==> src/rtl/dac_regs_pkg.sv <==
package dac_regs_pkg;
  localparam int DATA_W      = 32;
  localparam int CODE_W      = 12;
  localparam int NUM_CH      = 2;
  localparam int LOCK_CYCLES = 8;

  // control word layout
  localparam int CH_STRIDE = 16;
  localparam int EN_BIT    = 0;
  localparam int ERR_BIT   = 13;
  localparam int HF_BIT    = 15;

  // word indices (byte offset / 4)
  localparam int CTRL_WORD = 0;

  function automatic int hold_word(input int ch);
    return (ch == 0) ? 2 : 5;
  endfunction

  function automatic int out_word(input int ch);
    return (ch == 0) ? 11 : 12;
  endfunction
endpackage

==> src/rtl/dac_lockout.sv <==
module dac_lockout #(
  parameter int LOCK_CYCLES = 8
) (
  input  logic clk_i,
  input  logic rst_ni,
  input  logic arm_i,
  output logic active_o
);
  localparam int CNT_W = $clog2(LOCK_CYCLES + 1);

  logic [CNT_W-1:0] cnt_q;

  always_ff @(posedge clk_i or negedge rst_ni) begin
    if (!rst_ni)                cnt_q <= '0;
    else if (arm_i)             cnt_q <= CNT_W'(LOCK_CYCLES);
    else if (cnt_q != '0)       cnt_q <= cnt_q - 1'b1;
  end

  assign active_o = (cnt_q != '0);
endmodule

==> src/rtl/dac_chan.sv <==
module dac_chan #(
  parameter int CODE_W = 12
) (
  input  logic              clk_i,
  input  logic              rst_ni,
  input  logic              en_i,
  input  logic              wr_i,
  input  logic [CODE_W-1:0] wdata_i,
  output logic [CODE_W-1:0] hold_o,
  output logic [CODE_W-1:0] code_o
);
  logic [CODE_W-1:0] hold_q, code_q;

  always_ff @(posedge clk_i or negedge rst_ni) begin
    if (!rst_ni)   hold_q <= '0;
    else if (wr_i) hold_q <= wdata_i;
  end

  // output tracks holding register one clock behind while enabled
  always_ff @(posedge clk_i or negedge rst_ni) begin
    if (!rst_ni)   code_q <= '0;
    else if (en_i) code_q <= hold_q;
  end

  assign hold_o = hold_q;
  assign code_o = code_q;
endmodule

==> src/rtl/dac_ctrl.sv <==
module dac_ctrl
  import dac_regs_pkg::*;
#(
  parameter int NUM_CH = 2
) (
  input  logic              clk_i,
  input  logic              rst_ni,
  input  logic              wr_i,
  input  logic [DATA_W-1:0] wdata_i,
  input  logic [NUM_CH-1:0] reject_i,
  output logic [NUM_CH-1:0] en_o,
  output logic [NUM_CH-1:0] err_o,
  output logic [NUM_CH-1:0] arm_o,
  output logic [DATA_W-1:0] ctrl_rd_o
);
  logic [NUM_CH-1:0] en_q, err_q;
  logic              hf_q;

  always_ff @(posedge clk_i or negedge rst_ni) begin
    if (!rst_ni)   hf_q <= 1'b0;
    else if (wr_i) hf_q <= wdata_i[HF_BIT];
  end

  for (genvar c = 0; c < NUM_CH; c++) begin : g_ch
    localparam int EN_POS  = EN_BIT + c * CH_STRIDE;
    localparam int ERR_POS = ERR_BIT + c * CH_STRIDE;

    always_ff @(posedge clk_i or negedge rst_ni) begin
      if (!rst_ni)   en_q[c] <= 1'b0;
      else if (wr_i) en_q[c] <= wdata_i[EN_POS];
    end

    // set has priority over write-1-to-clear
    always_ff @(posedge clk_i or negedge rst_ni) begin
      if (!rst_ni)                       err_q[c] <= 1'b0;
      else if (reject_i[c])              err_q[c] <= 1'b1;
      else if (wr_i && wdata_i[ERR_POS]) err_q[c] <= 1'b0;
    end

    assign arm_o[c] = wr_i && wdata_i[EN_POS] && !en_q[c] && wdata_i[HF_BIT];
  end

  always_comb begin
    ctrl_rd_o         = '0;
    ctrl_rd_o[HF_BIT] = hf_q;
    for (int c = 0; c < NUM_CH; c++) begin
      ctrl_rd_o[EN_BIT + c * CH_STRIDE]  = en_q[c];
      ctrl_rd_o[ERR_BIT + c * CH_STRIDE] = err_q[c];
    end
  end

  assign en_o  = en_q;
  assign err_o = err_q;
endmodule

==> src/rtl/dual_dac_regs.sv <==
module dual_dac_regs
  import dac_regs_pkg::*;
#(
  parameter int ADDR_W = 10
) (
  input  logic                       clk_i,
  input  logic                       rst_ni,
  input  logic                       req_i,
  input  logic                       we_i,
  input  logic [ADDR_W-1:0]          addr_i,
  input  logic [DATA_W-1:0]          wdata_i,
  output logic [DATA_W-1:0]          rdata_o,
  output logic [NUM_CH-1:0]          ch_en_o,
  output logic [NUM_CH*CODE_W-1:0]   code_o
);
  localparam int WORD_W = ADDR_W - 2;

  logic [WORD_W-1:0]             word;
  logic                          wr;
  logic                          ctrl_wr;
  logic [NUM_CH-1:0]             hit_hold, lock_act, arm, en, err, reject;
  logic [NUM_CH-1:0][CODE_W-1:0] hold_q, code_q;
  logic [DATA_W-1:0]             ctrl_rd;

  assign word    = addr_i[ADDR_W-1:2];
  assign wr      = req_i && we_i;
  assign ctrl_wr = wr && (int'(word) == CTRL_WORD);

  dac_ctrl #(.NUM_CH(NUM_CH)) i_ctrl (
    .clk_i     (clk_i),
    .rst_ni    (rst_ni),
    .wr_i      (ctrl_wr),
    .wdata_i   (wdata_i),
    .reject_i  (reject),
    .en_o      (en),
    .err_o     (err),
    .arm_o     (arm),
    .ctrl_rd_o (ctrl_rd)
  );

  for (genvar c = 0; c < NUM_CH; c++) begin : g_ch
    assign hit_hold[c] = wr && (int'(word) == hold_word(c));
    assign reject[c]   = hit_hold[c] && lock_act[c];

    dac_lockout #(.LOCK_CYCLES(LOCK_CYCLES)) i_lock (
      .clk_i    (clk_i),
      .rst_ni   (rst_ni),
      .arm_i    (arm[c]),
      .active_o (lock_act[c])
    );

    dac_chan #(.CODE_W(CODE_W)) i_chan (
      .clk_i   (clk_i),
      .rst_ni  (rst_ni),
      .en_i    (en[c]),
      .wr_i    (hit_hold[c] && !lock_act[c]),
      .wdata_i (wdata_i[CODE_W-1:0]),
      .hold_o  (hold_q[c]),
      .code_o  (code_q[c])
    );

    assign code_o[c*CODE_W +: CODE_W] = code_q[c];
  end

  always_comb begin
    rdata_o = '0;
    if (int'(word) == CTRL_WORD) rdata_o = ctrl_rd;
    for (int c = 0; c < NUM_CH; c++) begin
      if (int'(word) == hold_word(c)) rdata_o = DATA_W'(hold_q[c]);
      if (int'(word) == out_word(c))  rdata_o = DATA_W'(code_q[c]);
    end
  end

  assign ch_en_o = en;
endmodule

==> config.mk <==
export PLATFORM = sky130hd
export DESIGN_NAME = dual_dac_regs
export DESIGN_NICKNAME = d
export VERILOG_FILES = /design/src/rtl/dac_regs_pkg.sv /design/src/rtl/dac_lockout.sv /design/src/rtl/dac_chan.sv /design/src/rtl/dac_ctrl.sv /design/src/rtl/dual_dac_regs.sv
export SDC_FILE = /design/constraint.sdc
export NUM_CORES = 1
export LEC_CHECK = 0
export ABC_CLOCK_PERIOD_IN_PS = 3650
export BUFFER_PORTS_ARGS = -buffer_cell sky130_fd_sc_hd__buf_2
export CAP_MARGIN = 20
export CORE_ASPECT_RATIO = 0.8
export CORE_MARGIN = 4
export CORE_UTILIZATION = 40
export CTS_CLUSTER_SIZE = 14
export DETAILED_ROUTE_END_ITERATION = 7
export SETUP_SLACK_MARGIN = 0.5
export SLEW_MARGIN = 20
export SYNTH_ARGS = -nofsm -noshare
export SYNTH_HDL_FRONTEND = slang
export SYNTH_HIERARCHICAL = 1
export SYNTH_SLANG_ARGS = --single-unit
==> constraint.sdc <==
create_clock -name clk_i -period 3.65 [get_ports clk_i]
set_input_delay 0.9125 -clock clk_i [delete_from_list [all_inputs] [get_ports clk_i]]
set_output_delay 0.9125 -clock clk_i [all_outputs]
set_load 0.02 [all_outputs]
=== Word-level counts from Yosys, hierarchy flattened ===
Index checks and enable logic that the tools add are counted.
Widths: inputs -> output; s select.

* Add/sub/neg operators: 2
* Equality and inequality tests: 4
* Muxes and demuxes: 13
* Reductions and logical operators: 27

{| class="wikitable"
|+ Operators with widths
! operator !! count
|-
| $mux 32 || 4
|-
| $mux 30 || 1
|-
| $eq 8x5->1 const B || 2
|-
| $logic_and 1x1->1 || 16
|-
| $mux 4 || 4
|-
| $eq 8x3->1 const B || 1
|-
| $eq 8x4->1 const B || 1
|-
| $logic_not 8->1 || 1
|-
| $reduce_bool 2->1 || 4
|-
| $reduce_bool 4->1 || 2
|-
| $sub 4x1->4 const B || 2
|-
| $logic_not 1->1 || 4
|-
| $mux 1 || 4
|}

* Flip-flop bits (word level): 61
* Bits of input ports: 46
* Logic and storage cells: 57

=== Depth between registers and ports, before layout ===
* Depth after elaboration: 6
* Gate-level depth with buffers: 8

=== Hierarchy ===
Netlist, hierarchy kept.

{| class="wikitable"
|+ By module, submodules not included
! module !! times used !! cells an instance !! area an instance (um2)
|-
| dac_chan || 2 || 50 || 968.4
|-
| dual_dac_regs || 1 || 123 || 804.5
|-
| dac_ctrl || 1 || 51 || 452.9
|-
| dac_lockout || 2 || 20 || 217.7
|}

=== Least setup slack after synthesis ===
OpenSTA, ideal clock, no wires.

* Path kind: input port to output port
* From: in addr_i[7]
* To: out rdata_o[4]
* Data arrival time: 2.262 ns
* Slack: 0.475 ns
* Stages on the path: 4
* Cell sequence: nor4_4 > nand3b_2 > o22a_2 > o31ai_1

* Longest elaborated chain between the ends: 5

{| class="wikitable"
|+ RTL lines
! element !! line !! RTL
|-
| start, declared || dual_dac_regs.sv:10 || <nowiki>input logic [ADDR_W-1:0] addr_i,</nowiki>
|-
| $eq 8x3->1 || dual_dac_regs.sv:69 || <nowiki>if (int'(word) == hold_word(c)) rdata_o = DATA_W'(hold_q[c]);</nowiki>
|-
| $mux 32 || dual_dac_regs.sv:69 ||
|-
| $mux 32 || dual_dac_regs.sv:70 || <nowiki>if (int'(word) == out_word(c)) rdata_o = DATA_W'(code_q[c]);</nowiki>
|-
| $mux 32 || dual_dac_regs.sv:69 ||
|-
| $mux 32 * || dual_dac_regs.sv:70 ||
|-
| end, declared || dual_dac_regs.sv:12 || <nowiki>output logic [DATA_W-1:0] rdata_o,</nowiki>
|}

Mark *: on every way between the ends. The rest lies on a longest branch, timed or not.

=== Worst setup path after layout ===
* From: in addr_i[6]
* To: out rdata_o[7]

Same word-level chain as after synthesis.

==> results.json <==
{
  "clk_pin_slew_ns": 0.06,
  "power_density_mw_per_mm2": 428,
  "cp-start-kind": "primary input",
  "postLayoutCoreUtil": 0.523,
  "finalHoldViolCount": 0,
  "dpl.cell_count": 492,
  "ir_drop_v": 0.000199,
  "cts.sinks": 61,
  "fin_area_mm2": 0.00452,
  "routedWlPerCell_um": 17.3,
  "rows": 30,
  "period_share": 0.905,
  "cts_buffers": 9,
  "die_w_um": 114,
  "r2r_slack_ns": 1.57,
  "fin_crit_ns": 3.30,
  "first_pass_iters": 4,
  "via_per_inst": 4.90,
  "crit_path_max_fanout": 7,
  "status": "complete, no violations",
  "relSlewSlack": 0.289,
  "vias": 2521,
  "fmax_ghz": 0.303,
  "cts_max_path_buffers": 2,
  "place_area_mm2": 0.00399,
  "cts.htree.levels": 3,
  "dp_hpwl_um": 6010,
  "holdBufCountCts": 0,
  "io_buffer_count": 69,
  "cp-end-kind": "primary output",
  "path_class": "in -> out",
  "routed_wl_um": 8880,
  "die_y_um": 93.0,
  "synth_cells": 312,
  "maxSlewViolCount": 0,
  "leakagePower_nw": 2.33,
  "hp-class": "reg -> reg",
  "fin_nets": 445,
  "maxCapViolations": 0,
  "pin_count": 104,
  "power_mw": 1.93,
  "mappedNetlistArea_mm2": 0.00361,
  "clock_skew_ns": 0.00684,
  "setup-violations-final": 0,
  "cts-root-buf": "clkbuf_16",
  "rsz0062_at_grt": "yes",
  "diodes": 0,
  "die_area_mm2": 0.0106,
  "grt_max_degree": 24,
  "gp_congestion": 0.725,
  "worstPathArrival_ns": 2.39,
  "gr-total-overflow": 0,
  "grt_pass1_vias": 2540,
  "clk_latency_ns": 0.33,
  "syn2layout_area_growth_pct": 25.0,
  "drt.antenna.violating_nets": 0,
  "tns_ns": 0,
  "grt_pass1_wl_um": 14000,
  "drc_errors": 0,
  "grt.total_usage": 0.172,
  "tightestPinTransition_ns": 1.07,
  "yosysWarnings": 6,
  "tritoncts": "done",
  "fillers": 764,
  "syn-mean-instance-area_um2": 11.6,
  "required_ns": 2.74,
  "start_util": 0.419,
  "fp.coreArea_mm2": 0.00863,
  "drive_above_1_share": 0.502,
  "instances_no_fill": 514,
  "drt_iter0_drc": 119,
  "antenna_found_initial": 0
}
-- registers in the layout, summed over array words and instances, names as in the netlist --
signal,count
g_ch.i_chan/code_o,24
i_ctrl/ctrl_rd_o,4
g_ch.i_lock/cnt_q,8
g_ch.i_chan/hold_o,24
i_ctrl/hf_q,1
-- through the flow --
stage | hold WS, ns | setup WS (ns)
3_3_place_gp | 0.454 | 0.193
6_report | 0.483 | 0.345
5_1_grt | 0.519 | 0.252
4_1_cts | 0.476 | 0.387
3_5_place_dp | 0.468 | 0.190
2_1_floorplan | 0.441 | 0.511
-- layer usage --
metal / part of all wire / global-route usage / vias up
met2: 0.48 / 0.272 / 62
met4: 0.020 / 0.0712 / 0
met1: 0.44 / 0.223 / 1227
met3: 0.051 / 0.0453 / 13
li1: - / - / 1219
met5: 0 / 0 / -
-- path summary, 6_finish.rpt --
kind                                                     start                                    to  depth (start not counted)
setup / recovery                                     addr_i[6]                            rdata_o[7]                          9
hold / removal                i_ctrl/ctrl_rd_o[13]$_DFFE_PN0P_      i_ctrl/ctrl_rd_o[13]$_DFFE_PN0P_                          1
setup reg to reg           g_ch[0].i_lock/cnt_q[0]$_DFFE_PN0P_  g_ch[0].i_chan/hold_o[0]$_DFFE_PN0P_                          6
hold reg to reg               i_ctrl/ctrl_rd_o[13]$_DFFE_PN0P_      i_ctrl/ctrl_rd_o[13]$_DFFE_PN0P_                          1
max in group asynchronous                               rst_ni      i_ctrl/ctrl_rd_o[16]$_DFFE_PN0P_                          2
min in group asynchronous                               rst_ni  g_ch[1].i_chan/hold_o[5]$_DFFE_PN0P_                          1
-- layout by cell type, fill, tap and decap left out, drive strengths merged, types with 3 or more instances in the layout --
| master | count |
|---|---|
| buf | 92 |
| dfrtp | 61 |
| mux2 | 52 |
| conb | 27 |
| and2 | 23 |
| nand2 | 20 |
| nor2 | 19 |
| a21oi | 13 |
| o21ai | 12 |
| a22oi | 11 |
| o22a | 11 |
| clkbuf | 9 |
| inv | 8 |
| nor3 | 5 |
| clkinvlp | 3 |
| nor4 | 3 |
| nor4b | 3 |
| nand3b | 3 |
-- worst max-delay path, cell delays in order --
cell and delay (ns):
buf_6 0.10, nor4_4 0.26, buf_4 0.19, buf_6 0.11, nor4b_4 0.28, buf_6 0.24, nand2_2 0.07, o31ai_2 0.06
buf_4 0.17
-- area by class of cell --
class	count	area, um2	area share
Tap cell	112	140	0.0310
Timing Repair Buffer	92	607	0.134
Clock buffer	9	225	0.0498
Clock inverter	7	75.1	0.0166
Inverter	7	26.3	0.00581
Sequential cell	61	1530	0.338
Multi-Input combinational cell	226	1920	0.425
-- timing repair --
item / in CTS / in global routing
endpoints found under the setup margin: 16 / 16
pin swaps: 10 / 4
resized for setup: 26 / 29
buffers inserted: 3 / 1
gates cloned: 1 / 1
-- report_power, final --
part	switching [mW]	total (mW)	internal, mW
combinational	0.136	0.297	0.160
sequential	0.0612	0.791	0.730
clock	0.317	0.846	0.530
total	0.514	1.93	1.42
Note: power is estimated with default switching activity, not from simulation.
